==> src/rtl/ptw_pkg.sv <==
package ptw_pkg;

   typedef enum logic [1:0] {
      FMT_L4  = 2'd0,
      FMT_L3X = 2'd1,
      FMT_L2  = 2'd2,
      FMT_BAD = 2'd3
   } walk_fmt_e;

   typedef enum logic [1:0] {
      FLT_NONE   = 2'd0,
      FLT_ABSENT = 2'd1,
      FLT_RSVD   = 2'd2,
      FLT_FMT    = 2'd3
   } walk_flt_e;

   typedef enum logic [1:0] {
      ST_IDLE  = 2'd0,
      ST_ISSUE = 2'd1,
      ST_WAIT  = 2'd2,
      ST_DONE  = 2'd3
   } walk_st_e;

   localparam int unsigned PG_SHIFT = 12;
   localparam int unsigned ENTRY_W  = 64;

   function automatic logic [1:0] top_level(input walk_fmt_e fmt);
      case (fmt)
         FMT_L4:  return 2'd3;
         FMT_L3X: return 2'd2;
         default: return 2'd1;
      endcase
   endfunction

   function automatic logic big_leaf_ok(input walk_fmt_e fmt, input logic [1:0] lvl);
      case (fmt)
         FMT_L4:  return (lvl == 2'd1) || (lvl == 2'd2);
         FMT_L3X: return (lvl == 2'd1);
         default: return 1'b0;
      endcase
   endfunction

   function automatic logic fmt_wide(input walk_fmt_e fmt);
      return fmt != FMT_L2;
   endfunction

endpackage

==> src/rtl/ptw_index_gen.sv <==
module ptw_index_gen
   import ptw_pkg::*;
#(
   parameter int unsigned VA_W = 48,
   parameter int unsigned PA_W = 52
) (
   input  logic [VA_W-1:0] va,
   input  logic [PA_W-1:0] tbl_base,
   input  walk_fmt_e       fmt,
   input  logic [1:0]      lvl,
   output logic [PA_W-1:0] entry_addr,
   output logic            wide
);
   localparam int unsigned IDX_W_WIDE   = 9;
   localparam int unsigned IDX_W_NARROW = 10;
   localparam int unsigned OFF_W        = IDX_W_NARROW + 3;

   logic [IDX_W_WIDE-1:0]   idx_wide;
   logic [IDX_W_NARROW-1:0] idx_narrow;
   logic [OFF_W-1:0]        byte_off;

   always_comb begin
      case (lvl)
         2'd0:    idx_wide = va[20:12];
         2'd1:    idx_wide = va[29:21];
         2'd2:    idx_wide = va[38:30];
         default: idx_wide = va[47:39];
      endcase
      if (fmt == FMT_L3X && lvl == 2'd2) begin
         idx_wide = {{(IDX_W_WIDE-2){1'b0}}, va[31:30]};
      end
      idx_narrow = (lvl == 2'd0) ? va[21:12] : va[31:22];
   end

   assign wide     = fmt_wide(fmt);
   assign byte_off = wide ? {1'b0, idx_wide, 3'b000} : {1'b0, idx_narrow, 2'b00};
   assign entry_addr = tbl_base + PA_W'(byte_off);

   logic unused_va_low;
   assign unused_va_low = ^va[PG_SHIFT-1:0];

   if (VA_W > 48) begin : g_va_wide
      logic unused_va_high;
      assign unused_va_high = ^va[VA_W-1:48];
   end

endmodule

==> src/rtl/ptw_entry_dec.sv <==
module ptw_entry_dec
   import ptw_pkg::*;
#(
   parameter int unsigned PA_W      = 52,
   parameter int unsigned IMPL_PA_W = 46
) (
   input  logic [ENTRY_W-1:0] entry,
   input  logic               wide,
   output logic               present,
   output logic               big_flag,
   output logic               rsvd_bad,
   output logic [PA_W-1:0]    next_base
);
   localparam int unsigned FIELD_TOP = 51;

   assign present  = entry[0];
   assign big_flag = entry[7];

   logic [PA_W-1:0] base_wide;
   logic [PA_W-1:0] base_narrow;

   assign base_wide   = {entry[PA_W-1:PG_SHIFT], {PG_SHIFT{1'b0}}};
   assign base_narrow = PA_W'({entry[31:PG_SHIFT], {PG_SHIFT{1'b0}}});
   assign next_base   = wide ? base_wide : base_narrow;

   if (IMPL_PA_W <= FIELD_TOP) begin : g_rsvd_chk
      assign rsvd_bad = wide & (|entry[FIELD_TOP:IMPL_PA_W]);
   end else begin : g_rsvd_none
      assign rsvd_bad = 1'b0;
   end

   if (PA_W < FIELD_TOP + 1) begin : g_pa_narrow_field
      logic unused_field_top;
      assign unused_field_top = ^entry[FIELD_TOP:PA_W];
   end

   logic unused_entry_bits;
   assign unused_entry_bits = ^{entry[ENTRY_W-1:FIELD_TOP+1], entry[11:8], entry[6:1]};

endmodule

==> src/rtl/ptw_leaf_pa.sv <==
module ptw_leaf_pa
   import ptw_pkg::*;
#(
   parameter int unsigned VA_W = 48,
   parameter int unsigned PA_W = 52
) (
   input  logic [PA_W-1:0] leaf_base,
   input  logic [VA_W-1:0] va,
   input  logic [1:0]      lvl,
   output logic [PA_W-1:0] pa
);
   logic [PA_W-1:0] va_ext;
   logic [PA_W-1:0] keep_mask;
   int unsigned     off_bits;

   if (VA_W >= PA_W) begin : g_va_trunc
      assign va_ext = va[PA_W-1:0];
   end else begin : g_va_zext
      assign va_ext = {{(PA_W-VA_W){1'b0}}, va};
   end

   always_comb begin
      case (lvl)
         2'd0:    off_bits = PG_SHIFT;
         2'd1:    off_bits = PG_SHIFT + 9;
         default: off_bits = PG_SHIFT + 18;
      endcase
      keep_mask = (PA_W'(1) << off_bits) - PA_W'(1);
   end

   assign pa = (leaf_base & ~keep_mask) | (va_ext & keep_mask);

endmodule

==> src/rtl/ptw_top.sv <==
module ptw_top
   import ptw_pkg::*;
#(
   parameter int unsigned VA_W      = 48,
   parameter int unsigned PA_W      = 52,
   parameter int unsigned IMPL_PA_W = 46
) (
   input  logic            clk,
   input  logic            rst_n,
   input  logic            req_valid,
   output logic            req_ready,
   input  logic [VA_W-1:0] req_va,
   input  logic [PA_W-1:0] req_root,
   input  logic [1:0]      req_mode,
   output logic            mem_req_valid,
   input  logic            mem_req_ready,
   output logic [PA_W-1:0] mem_req_addr,
   output logic            mem_req_size8,
   input  logic            mem_rsp_valid,
   input  logic [63:0]     mem_rsp_data,
   output logic            done_valid,
   output logic [PA_W-1:0] done_pa,
   output logic [1:0]      done_fault_kind,
   output logic [1:0]      done_level
);
   if (VA_W < 48) begin : g_bad_va
      $error("ptw_top: VA_W must be at least 48");
   end
   if (PA_W < 32 || PA_W > 52) begin : g_bad_pa
      $error("ptw_top: PA_W must lie in 32..52");
   end
   if (IMPL_PA_W < 32 || IMPL_PA_W > PA_W) begin : g_bad_impl
      $error("ptw_top: IMPL_PA_W must lie in 32..PA_W");
   end

   walk_st_e        st_q;
   walk_fmt_e       fmt_q;
   logic [VA_W-1:0] va_q;
   logic [PA_W-1:0] base_q;
   logic [1:0]      lvl_q;
   logic [PA_W-1:0] pa_q;
   walk_flt_e       flt_q;
   logic [1:0]      end_lvl_q;

   logic            wide;
   logic            present;
   logic            big_flag;
   logic            rsvd_bad;
   logic [PA_W-1:0] next_base;
   logic [PA_W-1:0] leaf_pa;
   logic            accept;
   logic            is_leaf;

   ptw_index_gen #(.VA_W(VA_W), .PA_W(PA_W)) idx_i (
      .va         (va_q),
      .tbl_base   (base_q),
      .fmt        (fmt_q),
      .lvl        (lvl_q),
      .entry_addr (mem_req_addr),
      .wide       (wide)
   );

   ptw_entry_dec #(.PA_W(PA_W), .IMPL_PA_W(IMPL_PA_W)) dec_i (
      .entry     (mem_rsp_data),
      .wide      (wide),
      .present   (present),
      .big_flag  (big_flag),
      .rsvd_bad  (rsvd_bad),
      .next_base (next_base)
   );

   ptw_leaf_pa #(.VA_W(VA_W), .PA_W(PA_W)) leaf_i (
      .leaf_base (next_base),
      .va        (va_q),
      .lvl       (lvl_q),
      .pa        (leaf_pa)
   );

   assign req_ready     = (st_q == ST_IDLE);
   assign accept        = req_valid && req_ready;
   assign mem_req_valid = (st_q == ST_ISSUE);
   assign mem_req_size8 = wide;
   assign is_leaf       = (lvl_q == 2'd0) || (big_flag && big_leaf_ok(fmt_q, lvl_q));

   assign done_valid      = (st_q == ST_DONE);
   assign done_pa         = pa_q;
   assign done_fault_kind = flt_q;
   assign done_level      = end_lvl_q;

   always_ff @(posedge clk or negedge rst_n) begin
      if (!rst_n) begin
         st_q      <= ST_IDLE;
         fmt_q     <= FMT_L4;
         va_q      <= '0;
         base_q    <= '0;
         lvl_q     <= 2'd0;
         pa_q      <= '0;
         flt_q     <= FLT_NONE;
         end_lvl_q <= 2'd0;
      end else begin
         case (st_q)
            ST_IDLE: begin
               if (accept) begin
                  fmt_q  <= walk_fmt_e'(req_mode);
                  va_q   <= req_va;
                  base_q <= req_root;
                  lvl_q  <= top_level(walk_fmt_e'(req_mode));
                  if (walk_fmt_e'(req_mode) == FMT_BAD) begin
                     pa_q      <= '0;
                     flt_q     <= FLT_FMT;
                     end_lvl_q <= 2'd0;
                     st_q      <= ST_DONE;
                  end else begin
                     st_q <= ST_ISSUE;
                  end
               end
            end
            ST_ISSUE: begin
               if (mem_req_ready) begin
                  st_q <= ST_WAIT;
               end
            end
            ST_WAIT: begin
               if (mem_rsp_valid) begin
                  end_lvl_q <= lvl_q;
                  if (!present) begin
                     pa_q  <= '0;
                     flt_q <= FLT_ABSENT;
                     st_q  <= ST_DONE;
                  end else if (rsvd_bad) begin
                     pa_q  <= '0;
                     flt_q <= FLT_RSVD;
                     st_q  <= ST_DONE;
                  end else if (is_leaf) begin
                     pa_q  <= leaf_pa;
                     flt_q <= FLT_NONE;
                     st_q  <= ST_DONE;
                  end else begin
                     base_q <= next_base;
                     lvl_q  <= lvl_q - 2'd1;
                     st_q   <= ST_ISSUE;
                  end
               end
            end
            default: begin
               st_q <= ST_IDLE;
            end
         endcase
      end
   end

   assert_rst_idle_R1: assert property (@(posedge clk) disable iff (!rst_n)
      $rose(rst_n) |-> req_ready && !done_valid && !mem_req_valid);

   assert_start_read_R2: assert property (@(posedge clk) disable iff (!rst_n)
      (req_valid && req_ready && req_mode != 2'd3) |=> mem_req_valid);

   assert_fault_pa_zero_R7: assert property (@(posedge clk) disable iff (!rst_n)
      (done_valid && done_fault_kind != 2'd0) |-> (done_pa == '0));

   assert_bad_fmt_R9: assert property (@(posedge clk) disable iff (!rst_n)
      (req_valid && req_ready && req_mode == 2'd3)
      |=> (done_valid && done_fault_kind == 2'd3 && !mem_req_valid));

   assert_busy_blocks_R10: assert property (@(posedge clk) disable iff (!rst_n)
      (mem_req_valid || mem_rsp_valid) |-> !req_ready);

   assert_done_pulse_R10: assert property (@(posedge clk) disable iff (!rst_n)
      done_valid |=> !done_valid);

   assert_hold_read_R11: assert property (@(posedge clk) disable iff (!rst_n)
      (mem_req_valid && !mem_req_ready)
      |=> (mem_req_valid && $stable(mem_req_addr) && $stable(mem_req_size8)));

   assert_one_pending_R11: assert property (@(posedge clk) disable iff (!rst_n)
      (mem_req_valid && mem_req_ready) |=> !mem_req_valid);

endmodule

==> config.mk <==
export PLATFORM = sky130hd
export DESIGN_NAME = ptw_top
export DESIGN_NICKNAME = d
export VERILOG_FILES = /design/src/rtl/ptw_pkg.sv /design/src/rtl/ptw_index_gen.sv /design/src/rtl/ptw_entry_dec.sv /design/src/rtl/ptw_leaf_pa.sv /design/src/rtl/ptw_top.sv
export SDC_FILE = /design/constraint.sdc
export NUM_CORES = 1
export LEC_CHECK = 0
export ABC_AREA = 1
export ABC_CLOCK_PERIOD_IN_PS = 4510
export BUFFER_PORTS_ARGS = -buffer_cell sky130_fd_sc_hd__buf_2
export CORE_MARGIN = 2
export CORE_UTILIZATION = 25
export DETAILED_ROUTE_END_ITERATION = 8
export SYNTH_ARGS = -nofsm -noshare
export SYNTH_HDL_FRONTEND = slang
export SYNTH_SLANG_ARGS = --single-unit
==> constraint.sdc <==
create_clock -name clk -period 4.51 [get_ports clk]
set_input_delay 1.1275 -clock clk [delete_from_list [all_inputs] [get_ports clk]]
set_output_delay 1.1275 -clock clk [all_outputs]
set_load 0.1 [all_outputs]
==> summary.md <==
| Metric | Value |
|---|---|
| Via count | 10,276 |
| Yosys cell types | 41 |
| Most area-hungry cell type in the Yosys netlist | dfrtp_1 |
| Status | completed |
| Met3 usage | 3.37% |
| Gpl congestion | 0.884 |
| Hold Crit Class | flip-flop to flip-flop |
| Hold Violations, Final | 0 |
| Total die area | 42,000 sq um |
| Setup TNS | 0 ps |
| Hold Startpoint | base_q[0] |
| Yosys reg bits | 162 |
| EDFF count, synth | 0 |
| Register area share after synthesis | 40.1% |
| Ports | 283 |
| Routed vias/inst | 4.73 |
| Slew Limit Fails | 0 |
| Top cells by area, synth | dfrtp_1, nand2_1, nand3_1, mux2_2, inv_1 |
| Placed cell area | 13,400 sq um |
| Critical R2R Launch | lvl_q[1] |
| FFs w/ async S/R, synth | 100% |
| Commonest non-fill, non-tap cell in the layout | nand2_1 |
| Most frequent cells in the layout | nand2_1, buf_2, dfrtp_1, nand3_1, nand2_2 |
| Avg Inst Size Synth | 7.59 sq um |
| Finished Cell Area | 15,000 sq um |
| Max-Slew Margin vs Limit | 21.8% |
| DP HPWL | 30.3 mm |
| Largest net degree at the start of global routing | 69 |
| Clk_lat worst skew | 430 ps |
| Iter 0 DRT Violations | 614 |
| CTS Buf Count | 17 |
| Vias in the first global route | 9,984 |
| Worst-path clk slew | 60 ps |
| Final setup fails | 0 |
| CP required | 3380 ps |
| Post-Syn Area | 10,100 sq um |
| GRT Resource Usage Total | 18.0% |
| # placed instances | 2,122 |
| Critical path type | flip-flop to primary output |
| Startpoint types | flip-flop |
| Gate Count Post-Synth | 1,331 |
| First-pass GRT wire length | 57.5 mm |
| Max-Cap Viols | 0 |
| Crit path arrival time | 3320 ps |
| Synthesis Warnings | 0 |
| RSZ-0062 raised after global routing | true |
| Share of layout cells above drive strength 1 | 41.4% |
| Remaining DRCs | 0 |
| Antenna violation net count after detailed routing | 0 |
| Non-Filler Instances | 2,173 |
| Cts-stage hold buffer count | 0 |
| Area share of the leading cell type in the synthesized netlist | 40.1% |
| Met1 usage | 24.5% |
| Total Wirelength | 39.0 mm |
| Wirelength per Cell | 18.0 um |
| TritonCTS clock tree | yes |
| GR Layer Usage met2 | 29.2% |
| Max Freq | 225 MHz |
| Clock Path Buffers | 2 |
| Final Cycle Share | 98.6% |
| Nets@finish | 1,824 |
| Chip height | 205 um |
| Worst setup path startpoint | lvl_q[0] |
| Sink Count | 162 |
| Number of I/O port buffers | 260 |
| Initial DRT Pass Iterations | 5 |
| Initial antenna violation count | 5 |
| CP max FO | 7 |
| Period minus WS final | 4450 ps |
| Starting Density | 25.4% |
| Die width | 205 um |
| Top_reg_cell synth | dfrtp_1 |
| Core region area | 39,800 sq um |
| Syn_nets | 1,521 |
| CP endpoint kind | primary output |
| # rows | 73 |
| Core Util, Final | 37.6% |
| Worst Tran Pin Value | 1170 ps |
| H-tree levels | 4 |
| Grt ovf | 0 |
| Synth-to-Final Area Change | 48.0% |
| Top Usage Layer GRT | met2 |
| Root Driver | clkbuf_16 |
| Final Skew | 11.4 ps |
==> metal layers <==
layer	vias up	share of wire, %
met5	-	0.11
met4	6	1.6
met3	49	6.1
met2	328	48
met1	4938	44
li1	4955	-
==> worst paths after layout <==
| check | endpoint | slack, ps | cells after the start |
|---|---|---|---|
| min in group asynchronous | done_pa[4] | 660 | 1 |
| max reg2reg | base_q[8] | 1750 | 14 |
| min | base_q[0] | 470 | 2 |
| max in group asynchronous | base_q[8] | 2890 | 2 |
| max | mem_req_addr[43] | 60 | 18 |
| min reg2reg | base_q[0] | 470 | 2 |
==> synthesized netlist by cell type, drive strengths merged (5+ instances only) <==
cell type,number
o21a,5
buf,31
mux2,40
a22o,18
nand3,114
nand4,19
nand2,485
ha,18
o2111ai,14
o21ai,102
nand3b,24
nor2,84
inv,111
a21oi,25
nor3,16
clkbuf,27
dfrtp,162
xor2,22
==> area by class of cell <==
type / count / area, sq um
fill: 4146 / 24900
multi-input combinational: 1000 / 6420
sequential: 162 / 4050
timing repair buffer: 342 / 2720
tap: 525 / 657
clock buffer: 19 / 433
inverter: 111 / 427
clock inverter: 11 / 235
antenna: 3 / 7.51
==> flip-flops by register name, summed over array words and instances (netlist names) <==
register         flops
done_pa             52
done_fault_kind      2
done_level           2
fmt_q                2
va_q                48
st_q                 2
lvl_q                2
base_q              52
==> repair_timing <==
action                                  4_1_cts  5_1_grt
pin swaps                                     7       57
endpoints found under the setup margin       46       44
gates resized for setup                      61      138
setup buffers                                 5       15
==> logic make-up (layout without fill, tap and decap cells) <==
| group | count (synthesis) | count (layout) | share of synthesized area [%] |
|---|---|---|---|
| muxes | 40 | 40 | 4.46 |
| adders and majority gates | 19 | 19 | 2.43 |
| other | 0 | 3 | 0 |
| xor gates and xnor gates | 24 | 24 | 2.08 |
| DFF | 162 | 162 | 40.1 |
| and+or+nand+nor | 744 | 744 | 32.0 |
| AOI/OAI and AO/OA | 173 | 173 | 11.7 |
| buffers and inverters | 169 | 483 | 7.17 |
==> stage by stage <==
stage / worst slack, ps / hold slack, ps
finish: 64.4 / 475
global route: -114 / 495
CTS: -2.00 / 477
detailed placement: 33.6 / 462
global placement: 113 / 453
floorplan: -162 / 443
==> worst max-delay path: stages, from the launching register on <==
cell and delay [ps]:
dfrtp_1 390, inv_2 90, ha_4 200, buf_12 130
buf_4 150, o21a_1 190, o21ai_1 170, buf_4 170
ha_4 230, a21oi_4 170, buf_4 140, nand2_2 60
nand2_4 80, nand3_4 100, buf_4 150, nand3_2 70
nand3_1 100, nand2_2 120, buf_12 180
Power is not shown: default switching activity piles up to over one toggle a cycle in this logic, so the estimate is an artifact.
